## src/rtl/mbox_pkg.sv

```systemverilog
package mbox_pkg;

    typedef enum logic [0:0] {
        SLOT_EMPTY = 1'b0,
        SLOT_FULL  = 1'b1
    } slot_state_e;

    localparam int unsigned OFS_READY = 32'h100;
    localparam int unsigned OFS_VALUE = 32'h104;
    localparam int unsigned OFS_OVFL  = 32'h108;

    typedef struct packed {
        logic ready;
        logic value;
        logic ovfl;
    } reg_sel_t;

endpackage

```

## src/rtl/mbox_decode.sv

```systemverilog
module mbox_decode
    import mbox_pkg::*;
#(
    parameter int unsigned       ADDR_W = 32,
    parameter logic [ADDR_W-1:0] BASE   = 'h8000_0000
) (
    input  logic [ADDR_W-1:0] addr,
    output reg_sel_t          sel
);

    localparam logic [ADDR_W-1:0] A_READY = BASE + ADDR_W'(OFS_READY);
    localparam logic [ADDR_W-1:0] A_VALUE = BASE + ADDR_W'(OFS_VALUE);
    localparam logic [ADDR_W-1:0] A_OVFL  = BASE + ADDR_W'(OFS_OVFL);

    always_comb begin
        sel       = '0;
        sel.ready = (addr == A_READY);
        sel.value = (addr == A_VALUE);
        sel.ovfl  = (addr == A_OVFL);
    end

endmodule

```

## src/rtl/mbox_slot.sv

```systemverilog
module mbox_slot
    import mbox_pkg::*;
#(
    parameter int unsigned DATA_W = 32
) (
    input  logic              clk,
    input  logic              rst_n,
    input  logic              push,
    input  logic [DATA_W-1:0] push_value,
    input  logic              clr_req,
    output logic              ready,
    output logic [DATA_W-1:0] value,
    output logic              ovfl
);

    slot_state_e       state_q, state_d;
    logic [DATA_W-1:0] value_q;
    logic              ovfl_q;
    logic              load;
    logic              refuse;

    // next-state logic: FILL and DRAIN transitions
    always_comb begin
        state_d = state_q;
        unique case (state_q)
            SLOT_EMPTY: if (push)    state_d = SLOT_FULL;
            SLOT_FULL:  if (clr_req) state_d = SLOT_EMPTY;
            default:                 state_d = SLOT_EMPTY;
        endcase
    end

    assign load   = (state_q == SLOT_EMPTY) && push;
    assign refuse = (state_q == SLOT_FULL)  && push;

    always_ff @(posedge clk) begin
        if (!rst_n) begin
            state_q <= SLOT_EMPTY;
            value_q <= '0;
            ovfl_q  <= 1'b0;
        end else begin
            state_q <= state_d;
            if (load)   value_q <= push_value;
            if (refuse) ovfl_q  <= 1'b1;
        end
    end

    // output process
    always_comb begin
        ready = (state_q == SLOT_FULL);
        value = value_q;
        ovfl  = ovfl_q;
    end

    p_fill_word_first_r3: assert property (@(posedge clk) disable iff (!rst_n)
        $rose(ready) |-> (value_q == $past(push_value)));

    p_refused_keeps_word_r4: assert property (@(posedge clk) disable iff (!rst_n)
        (ready && push) |=> $stable(value_q));

    p_refused_sets_ovfl_r4: assert property (@(posedge clk) disable iff (!rst_n)
        (ready && push) |=> ovfl_q);

    p_only_push_loads_r7: assert property (@(posedge clk) disable iff (!rst_n)
        !(!ready && push) |=> $stable(value_q));

    p_clear_wins_r6: assert property (@(posedge clk) disable iff (!rst_n)
        (ready && clr_req) |=> !ready);

    p_ovfl_sticky_r11: assert property (@(posedge clk) disable iff (!rst_n)
        ovfl_q |=> ovfl_q);

endmodule

```

## src/rtl/mbox_readback.sv

```systemverilog
module mbox_readback
    import mbox_pkg::*;
#(
    parameter int unsigned DATA_W = 32
) (
    input  logic              clk,
    input  logic              rst_n,
    input  logic              req,
    input  logic              we,
    input  reg_sel_t          sel,
    input  logic              ready,
    input  logic [DATA_W-1:0] value,
    input  logic              ovfl,
    output logic              ack,
    output logic [DATA_W-1:0] rdata
);

    logic [DATA_W-1:0] rd_next;
    logic              ack_q;
    logic [DATA_W-1:0] rdata_q;

    always_comb begin
        rd_next = '0;
        if (req && !we) begin
            if (sel.ready)      rd_next[0] = ready;
            else if (sel.value) rd_next    = value;
            else if (sel.ovfl)  rd_next[0] = ovfl;
        end
    end

    always_ff @(posedge clk) begin
        if (!rst_n) begin
            ack_q   <= 1'b0;
            rdata_q <= '0;
        end else begin
            ack_q   <= req;
            rdata_q <= rd_next;
        end
    end

    assign ack   = ack_q;
    assign rdata = rdata_q;

    p_ack_follows_req_r8: assert property (@(posedge clk) disable iff (!rst_n)
        req |=> ack);

    p_no_spurious_ack_r8: assert property (@(posedge clk) disable iff (!rst_n)
        !req |=> !ack);

    p_unmapped_reads_zero_r9: assert property (@(posedge clk) disable iff (!rst_n)
        (req && !we && !sel.ready && !sel.value && !sel.ovfl) |=> (rdata == '0));

endmodule

```

## src/rtl/ready_value_mailbox.sv

```systemverilog
module ready_value_mailbox
    import mbox_pkg::*;
#(
    parameter int unsigned       ADDR_W = 32,
    parameter int unsigned       DATA_W = 32,
    parameter logic [ADDR_W-1:0] BASE   = 'h8000_0000
) (
    input  logic              clk,
    input  logic              rst_n,
    input  logic              bus_req,
    input  logic              bus_we,
    input  logic [ADDR_W-1:0] bus_addr,
    input  logic [DATA_W-1:0] bus_wdata,
    output logic              bus_ack,
    output logic [DATA_W-1:0] bus_rdata,
    input  logic [DATA_W-1:0] dev_value,
    input  logic              dev_push,
    output logic              dev_busy
);

    reg_sel_t          sel;
    logic              clr_req;
    logic              ready;
    logic [DATA_W-1:0] value;
    logic              ovfl;

    mbox_decode #(.ADDR_W(ADDR_W), .BASE(BASE)) u_decode (
        .addr (bus_addr),
        .sel  (sel)
    );

    // only an all-zero write to the flag address hands the slot back
    assign clr_req = bus_req && bus_we && sel.ready && (bus_wdata == '0);

    mbox_slot #(.DATA_W(DATA_W)) u_slot (
        .clk        (clk),
        .rst_n      (rst_n),
        .push       (dev_push),
        .push_value (dev_value),
        .clr_req    (clr_req),
        .ready      (ready),
        .value      (value),
        .ovfl       (ovfl)
    );

    mbox_readback #(.DATA_W(DATA_W)) u_readback (
        .clk   (clk),
        .rst_n (rst_n),
        .req   (bus_req),
        .we    (bus_we),
        .sel   (sel),
        .ready (ready),
        .value (value),
        .ovfl  (ovfl),
        .ack   (bus_ack),
        .rdata (bus_rdata)
    );

    assign dev_busy = ready;

    p_nonzero_write_keeps_full_r5: assert property (@(posedge clk) disable iff (!rst_n)
        (ready && bus_req && bus_we && (bus_wdata != '0) && !(sel.ready && bus_wdata == '0)) |=> ready);

endmodule

```

## config.mk

```make
export PLATFORM = sky130hd
export DESIGN_NAME = ready_value_mailbox
export DESIGN_NICKNAME = d
export VERILOG_FILES = /design/src/rtl/mbox_pkg.sv /design/src/rtl/mbox_decode.sv /design/src/rtl/mbox_slot.sv /design/src/rtl/mbox_readback.sv /design/src/rtl/ready_value_mailbox.sv
export SDC_FILE = /design/constraint.sdc
export NUM_CORES = 1
export LEC_CHECK = 0
export BUFFER_PORTS_ARGS = -buffer_cell sky130_fd_sc_hd__buf_4
export CAP_MARGIN = 20
export CORE_MARGIN = 2
export CORE_UTILIZATION = 40
export CTS_BUF_LIST = sky130_fd_sc_hd__clkbuf_2 sky130_fd_sc_hd__clkbuf_4 sky130_fd_sc_hd__clkbuf_8
export DETAILED_ROUTE_END_ITERATION = 16
export PLACE_DENSITY_LB_ADDON = 0.3
export SLEW_MARGIN = 20
export SYNTH_ARGS = -nofsm -noshare
export SYNTH_HDL_FRONTEND = slang
export SYNTH_SLANG_ARGS = --single-unit
```

## constraint.sdc

```tcl
create_clock -name clk -period 2.8 [get_ports clk]
set_input_delay 0.28 -clock clk [delete_from_list [all_inputs] [get_ports clk]]
set_output_delay 0.28 -clock clk [all_outputs]
set_load 0.03 [all_outputs]
```

== Word-level counts from Yosys, hierarchy flattened ==
Index checks and enable logic that the tools add are counted.

* Register bits after elaboration: 67
* Input bits: 101
* Word-level logic and storage cells: 29

* Equal/unequal tests: 3
* Mux-type cells: 6
* Bitwise logic cells: 4
* Reduce and logical (&&, ||, !) cells: 10

{| class="wikitable"
|+ Operators with widths
! operator !! count
|-
| 32-bit == test (second input constant) || 3
|-
| 32-bit zero test || 1
|-
| 1-bit logical AND || 6
|-
| 1-bit 2-to-1 mux || 5
|-
| 1-bit inverter || 4
|-
| 4-bit OR reduction || 1
|-
| 1-bit one-hot mux with 2 select lines || 1
|-
| 2-bit AND reduction || 1
|-
| 1-bit zero test || 1
|}

== Depth between registers and ports, before layout ==
Gate-level depths: netlist of run 1.

* Depth after elaboration: 5
* Depth in mapped cells: 5
* Gate-level depth less buffers: 4

== Hierarchy ==
From an unflattened synthesis of run 1, not the netlist that was laid out.

* Cell total of the unflattened synthesis: 285
* Area, all modules: 2812.7 um2

{| class="wikitable"
|+ By module, submodules not included
! module !! instances !! cells each !! area each (um2) !! seq. area each (um2)
|-
| mbox_slot || 1 || 146 || 1381.3 || 680.7
|-
| mbox_readback || 1 || 108 || 1229.9 || 660.6
|-
| mbox_decode || 1 || 17 || 108.9 || 0.0
|-
| ready_value_mailbox || 1 || 14 || 92.6 || 0.0
|}

== Worst setup path before layout of run 1 ==
OpenSTA, ideal clock, no wires.

* Path kind: in2reg
* Start point: input bus_addr[20]
* End point: register u_readback.rdata_q[10] (netlist: u_readback.rdata[10])
* Library setup time: 59 ps
* Arrival time: 1396 ps
* Data required time: 2741 ps
* Setup slack: 1345 ps
* Stages on the path: 5
* Buffers on the path: 1
* Cell sequence: nor4_2 -> nand4_2 -> nor4_4 -> buf_6 -> and2_1

* Word-level cells in the longest chain between the ends: 3
* Elaborated cells on any way between the ends: 4
* Classes of those cells: eq/ne: 2; bitwise: 1; reduce/logical: 1

{| class="wikitable"
|+ RTL lines
! what !! line !! RTL
|-
| from (decl) || ready_value_mailbox.sv:12 || <nowiki>input logic [ADDR_W-1:0] bus_addr,</nowiki>
|-
| 32-bit == test || mbox_decode.sv:18 || <nowiki>sel.value = (addr == A_VALUE);</nowiki>
|-
| 1-bit inverter (no source line) || -- ||
|-
| 4-bit OR reduction (no source line) * || -- ||
|-
| to (signal assigned) || mbox_readback.sv:37 || <nowiki>rdata_q <= rd_next;</nowiki>
|-
| to (decl) || mbox_readback.sv:20 || <nowiki>logic [DATA_W-1:0] rdata_q;</nowiki>
|}

Every way passes the cells marked *; elsewhere a longest branch is shown, timed or not.
A chain may end at the register's enable or synchronous reset.

== Final worst setup path of run 1 ==
* Start point: register u_slot.state_q (netlist: u_slot.ready)
* End point: register u_slot.value_q[28] (netlist: u_slot.value[28])

* Word-level cells in the longest chain between the ends: 2

{| class="wikitable"
|+ RTL lines
! what !! line !! RTL
|-
| from (decl) || mbox_slot.sv:16 || <nowiki>slot_state_e state_q, state_d;</nowiki>
|-
| from (signal assigned) || mbox_slot.sv:41 || <nowiki>state_q <= state_d;</nowiki>
|-
| 1-bit inverter || -- ||
|-
| 1-bit logical AND || mbox_slot.sv:32 || <nowiki>assign load = (state_q == SLOT_EMPTY) && push;</nowiki>
|-
| to (signal assigned) || mbox_slot.sv:42 || <nowiki>if (load) value_q <= push_value;</nowiki>
|-
| to (decl) || mbox_slot.sv:17 || <nowiki>logic [DATA_W-1:0] value_q;</nowiki>
|}

Every way passes these cells.

==> results.yml, run 1 <==
global_routing:
  grt_first_pass_wirelength_mm: 9.29
  first_global_vias: 2190
  grt_max_degree: 36
  antenna_found_initial: 0
  grt_overflow: 0
  grt.total_usage_pct: 18.7
routing:
  vias: 2146
  route.detailed.drc: 0
  ant_nets: 0
  viasPerCell: 4.67
  wl_per_cell_microns: 12.4
  drtIter0Drc: 65
  wirelength_mm: 5.68
  dr.pass1.iters: 4
floorplan:
  core_sq_mm: 0.00585
  dieArea_sq_mm: 0.00660
  dieHeight_microns: 81.3
  dieWidth_microns: 81.3
  start_util_pct: 40.8
  ios: 135
  core.rowCount: 28
sta:
  max_freq_mhz: 685
  period_share_pct: 52.2
  rsz0062_at_grt: "no"
  clock_skew_ns: 0.00430
  maxSlewHeadroom_pct: 73.6
  finalHoldViolations: 0
  report.final.slew_viol_count: 0
  tightestPinTransition_ns: 0.396
  post-route-min-period_ns: 1.46
  setup_viol: 0
  tns_ns: 0
pwr:
  vdd_ir_drop_max_uv: 266
  power_density_mw_per_mm2: 547
  total_power_w: 0.00199
  leakage_nw: 1.65
final_layout:
  final_nets: 482
  flow.area_growth_from_synthesis_pct: 52.6
  antenna_cells: 0
  drive_above_1_share_pct: 41.6
setup_path:
  crit_type: "reg2reg"
  timing.rr.start: "u_slot.ready"
  cp.arrival_ns: 1.72
  reg2regPathDepth: 4
  startpoint_type: "flop"
  cp_max_fo: 23
  required_ns: 3.06
  crit-reg2reg-capture: "u_slot.value[28]"
  reg2reg_slack_ns: 1.34
  critPathCaptureType: "flop"
clocking:
  cts_sinks: 67
  cts-resized-gates: 0
  post_cts_buffers: 0
  clk_pin_slew_ns: 0.07
  cts_buffer_depth: 2
  cts-hold-fix-buffers: 0
  htreeDepth: 3
  insertion_delay_ns: 0.32
  cts_tree: "done"
  clockRootBuffer: "clkbuf_8"
  cts_buffers: 9
synthesis:
  ys_seq_area_share_pct: 56.2
  synth_area_leader_cell: "dfxtp_1"
  avgSynthCellArea_sq_um: 9.70
  syn_area_sq_mm: 0.00239
  synth_top_area_share_pct: 56.2
  syn_nets: 347
  synth_cells: 246
  synth-seq-cells: 67
  yosysWarnings: 0
  synthTopCellsByArea: "dfxtp_1, nand2_1, a21boi_1, and2_1, nor4_1"
  synth.distinct_cells: 21
min_path:
  hold_start: "dev_value[25]"
  holdPathStages: 3
  worstHoldEndpoint: "u_slot.value[25]"
  hp-class: "in2reg"
placed_design:
  place_hpwl_mm: 4.27
  gp_congestion: 0.720
  numPortBuffers: 134
run:
  drv_cap: 0
status:
  outcome: "completed"
==> state kept, by name, summed over array words and instances (netlist names) <==
register,count
u_readback.ack,1
u_slot.ready,1
u_slot.ovfl,1
u_readback.rdata,32
u_slot.value,32
==> worst max-delay path by stage <==
| stage | to | cells after the start | start | slack [ns] |
|---|---|---|---|---|
| 2_1_floorplan | u_readback.rdata[10] | 5 | bus_addr[20] | 1.35 |
| 3_3_place_gp | u_readback.rdata[5] | 6 | bus_addr[11] | 1.04 |
| 3_5_place_dp | u_readback.rdata[15] | 6 | bus_addr[11] | 0.99 |
| 4_1_cts | u_slot.value[28] | 4 | u_slot.ready | 1.32 |
| 5_1_grt | u_slot.value[0] | 4 | u_slot.ready | 1.15 |
| 6_report | u_slot.value[28] | 4 | u_slot.ready | 1.34 |
==> critical path: stages, from the launching register on <==
cell	delay [ns]
dfxtp_1	0.43
nand2b_1	0.38
buf_4	0.34
nand2_1	0.10
a21boi_1	0.13
==> final cells by class <==
type	count	area, sq um
Clock buffer	13	166
Clock inverter	2	35.0
Fill cell	526	2210
Multi-Input combinational cell	166	977
Sequential cell	67	1340
Tap cell	75	93.8
Timing Repair Buffer	137	1030
==> logic make-up after synthesis <==
kind of cell           count (synthesis)  synth area share, %
flip-flops                            67                 56.2
AND/OR/NAND/NOR                      129                 29.4
buffers and inverters                 13                 2.99
AO/OA/AOI/OAI                         36                 11.1
multiplexers                           1                0.419
==> cells in the final DEF, fill, tap and decap left out, types with 2 or more instances in the layout <==
cell      Yosys  final
buf_4         0    137
and2_1       32     32
nor2_1        3      3
dfxtp_1      67     67
nand2_1      66     66
a21boi_1     32     32
clkbuf_8      0     11
nor4_1       11     11
nand2b_1      3      3
clkbuf_4      0      2
nand4_1       3      3
nor4_2        2      2
nor4b_2       2      2
nor4_4        2      2
a21oi_1       2      2
==> through the flow <==
stage	utilization (%)	setup WS, ns	hold slack (ns)	cells	cell area (sq um)
6_report	62.3	1.34	0.197	460	3640
2_1_floorplan	-	1.35	0.415	246	2390
5_1_grt	62.3	1.15	0.198	460	3640
3_3_place_gp	58.8	1.04	0.434	445	3440
3_5_place_dp	58.8	0.987	0.441	445	3440
4_1_cts	62.3	1.32	0.182	460	3640
==> where the power goes <==
group | leakage (nW) | switching, W | internal (W)
clock network | 0.106 | 0.000324 | 0.000474
registers | 0.545 | 0.0000123 | 0.000982
logic | 1.00 | 0.0000772 | 0.000124
==> routing by layer <==
| layer | up-vias | GRT usage, % | wire (microns) |
|---|---|---|---|
| li1 | 1081 | - | - |
| met1 | 968 | 18.4 | 2030 |
| met2 | 88 | 35.7 | 3110 |
| met3 | 9 | 4.00 | 436 |
| met4 | 0 | 10.3 | 110 |
| met5 | - | 0 | 0 |
==> synth_stat cells, drive strengths merged <==
cell type and instances:
nand3b 1, nand2 66, nor4b 2, nor2 3
o21ai 1, nor2b 2, clkbuf 10, a21oi 2
a21boi 32, nand2b 3, nor3 1, nor4 15
o22a 1, mux2i 1, dfxtp 67, nand4 4
and2 32, buf 3
No activity file was read; power rests on OpenSTA's default activity.
==> run 2, diff against run 1 <==
--- a/config.mk
+++ b/config.mk
@@ -5,6 +5,7 @@
 export SDC_FILE = /design/constraint.sdc
 export NUM_CORES = 1
 export LEC_CHECK = 0
+export ABC_AREA = 1
 export BUFFER_PORTS_ARGS = -buffer_cell sky130_fd_sc_hd__buf_4
 export CAP_MARGIN = 20
 export CORE_MARGIN = 2
==> constraint.sdc (replaced) <==
create_clock -name clk -period 1.3 [get_ports clk]
set_input_delay 0.13 -clock clk [delete_from_list [all_inputs] [get_ports clk]]
set_output_delay 0.13 -clock clk [all_outputs]
set_load 0.03 [all_outputs]
==> run 2 against run 1 <==
Effect of this change:
- sequential power is 120% higher
- sequential cell count stayed put
- critical path type is now in2reg
- first-iteration DRC count is 4.6% lower
- register-to-register slack worse by 1.1 ns
- die area is 2.8% higher
- largest power group unchanged
- design area is 2.4% higher
- synthesized cell count is 26% higher
- routed wire length is 6.5% lower
- non-clock buffer count is 2 higher
- critical endpoint is now u_readback.rdata[1]
==> results.yml, run 2 <==
status:
  outcome: "completed"
synthesis:
  yosys.area_share.simple_pct: 20.7
  synth_cells: 309
  synthAdderAreaFrac_pct: 0
  synth_top_family_by_area: "simple AND/OR/NAND/NOR gates"
  avgSynthCellArea_sq_um: 7.95
  synth_top_area_share_pct: 54.6
  ys_seq_area_share_pct: 54.6
  yosysWarnings: 0
  synthXorXnorAreaFrac_pct: 0
  synth-seq-cells: 67
  syn_area_sq_mm: 0.00246
  synth.distinct_cells: 20
  synth_area_leader_cell: "dfxtp_1"
  ys.flop_type: "dfxtp_1"
  synth_mux_area_share_pct: 0
  synthTopCellsByArea: "dfxtp_1, inv_1, nor2_1, a21oi_1, o21ai_0"
  synthTopCellsByCount: "dfxtp_1, inv_1, nor2_1, a21oi_1, o21ai_0"
  synth_edf_count: 0
  syn_nets: 410
  yosysMostFrequentCell: "dfxtp_1"
  async_flop_share_pct: 0
  synth_compound_area_share_pct: 13.4
setup_path:
  cp.arrival_ns: 1.44
  required_ns: 1.56
  cp_max_fo: 31
  startpoint_type: "input pin"
  critPathCaptureType: "flop"
  cpMostUsedCell: "nor2_1"
  critPathMaxStageDelay_ns: 0.52
  crit_start: "bus_req"
  timing.rr.start: "u_slot.ready"
  crit_path_top_delay_cell: "dlygate4sd3_1"
  crit_type: "in2reg"
  path_cells: "dlygate4sd3_1 -> buf_4 -> nand2_1 -> nor2_1 -> nand3_4 -> buf_12 -> nor2_1"
clocking:
  insertion_delay_ns: 0.33
  cts_buffers: 9
  clk_pin_slew_ns: 0.07
  post_cts_buffers: 0
  htreeDepth: 3
  cts-hold-fix-buffers: 1
  cts-resized-gates: 0
  clockRootBuffer: "clkbuf_8"
  cts_buffer_depth: 2
  cts_tree: "done"
  cts_sinks: 67
sta:
  post-route-min-period_ns: 1.17
  rsz0062_at_grt: "no"
  finalHoldViolations: 0
  max_freq_mhz: 854
  tns_ns: 0
  tightestPinTransition_ns: 0.304
  maxSlewHeadroom_pct: 79.8
  clock_skew_ns: 0.00407
  period_share_pct: 90.0
  whs_ns: 0.0254
  worst_slack_ns: 0.130
  report.final.slew_viol_count: 0
  setup_viol: 0
routing:
  drtIter0Drc: 62
  vias: 2325
  viasPerCell: 4.41
  dr.pass1.iters: 4
  wl_per_cell_microns: 10.1
  ant_nets: 0
  wirelength_mm: 5.31
  route.detailed.drc: 0
final_layout:
  register_area_sq_mm: 0.00134
  final_common_cell: "buf_4"
  flow.area_growth_from_synthesis_pct: 51.8
  final_cell_mix: "buf_4, dfxtp_1, inv_1"
  final_nets: 548
  fillers: 531
  multiInputGateArea_sq_um: 840
  drive_above_1_share_pct: 40.3
  antenna_cells: 0
  fin_area_sq_mm: 0.00373
pwr:
  leakage_nw: 1.75
  vdd_ir_drop_max_uv: 637
  power_density_mw_per_mm2: 1110
  total_power_w: 0.00414
run:
  drv_cap: 0
global_routing:
  grt_overflow: 0
  antenna_found_initial: 0
  first_global_vias: 2185
  grt_max_degree: 64
  grt_first_pass_wirelength_mm: 8.80
  grt.total_usage_pct: 17.0
floorplan:
  dieArea_sq_mm: 0.00679
  dieWidth_microns: 82.4
  ios: 135
  core.rowCount: 28
  start_util_pct: 41.5
  core_sq_mm: 0.00592
  dieHeight_microns: 82.4
placed_design:
  place_hpwl_mm: 3.95
  dp_slack_ns: 0.106
  gp_congestion: 0.807
  place_area_sq_mm: 0.00354
  numPortBuffers: 134
min_path:
  hold_start: "dev_value[0]"
  hp-class: "in2reg"
run 2: cell count changes in the layout (fill, tap and decap cells not counted), sizes merged, moves of 3 or more:
cell | previous run | this run
a21boi | 32 | 0
nor2 | 3 | 71
o21ai | 1 | 33
nand2b | 3 | 0
nand3 | 0 | 5
clkbuf | 13 | 10
and2 | 32 | 1
nor4 | 15 | 1
clkinvlp | 0 | 3
a21oi | 2 | 33
inv | 0 | 55
nand2 | 66 | 28
run 2: routing by layer:
metal / part of all wire, % / wire [microns] / global-route usage (%) / up-vias
li1: - / - / - / 1219
met1: 40 / 2120 / 18.9 / 1006
met2: 48 / 2550 / 28.4 / 93
met3: 10 / 536 / 5.87 / 7
met4: 1.9 / 101 / 9.33 / 0
met5: 0 / 0 / 0 / -
run 2: worst paths after layout:
check	to	slack, ns	cells after the start
worst max-delay path	u_readback.rdata[1]	0.13	7
worst min-delay path	u_slot.value[0]	0.03	3
worst max register to register	u_slot.value[17]	0.21	5
worst min register to register	u_readback.rdata[4]	0.44	2
run 2: final cells by class:
type	count	area share, %
Multi-Input combinational cell	175	22.5
Tap cell	75	2.52
Clock inverter	6	1.11
Clock buffer	10	3.69
Inverter	55	5.53
Sequential cell	67	35.9
Timing Repair Buffer	139	28.7
run 2: cells by family after synthesis:
kind of cell           after synthesis
flip-flops                          67
AO/OA/AOI/OAI                       66
AND/OR/NAND/NOR                    109
buffers and inverters               67
run 2: metrics by stage:
step | util (%) | cells
final | 63.0 | 527
after global routing | 63.0 | 527
after CTS | 63.0 | 527
after detailed placement | 59.8 | 510
after global placement | 59.8 | 510
after floorplan | - | 309
run 2: worst max-delay path: cells and delay by family:
family	cells	cell delay [ns]
AND/OR/NAND/NOR	4	0.50
buffers and inverters	3	0.81
run 2: where the power goes:
group          internal [W]  switching (W)
clock network      0.000738       0.000757
registers           0.00214      0.0000213
logic              0.000276       0.000208
total               0.00315       0.000986
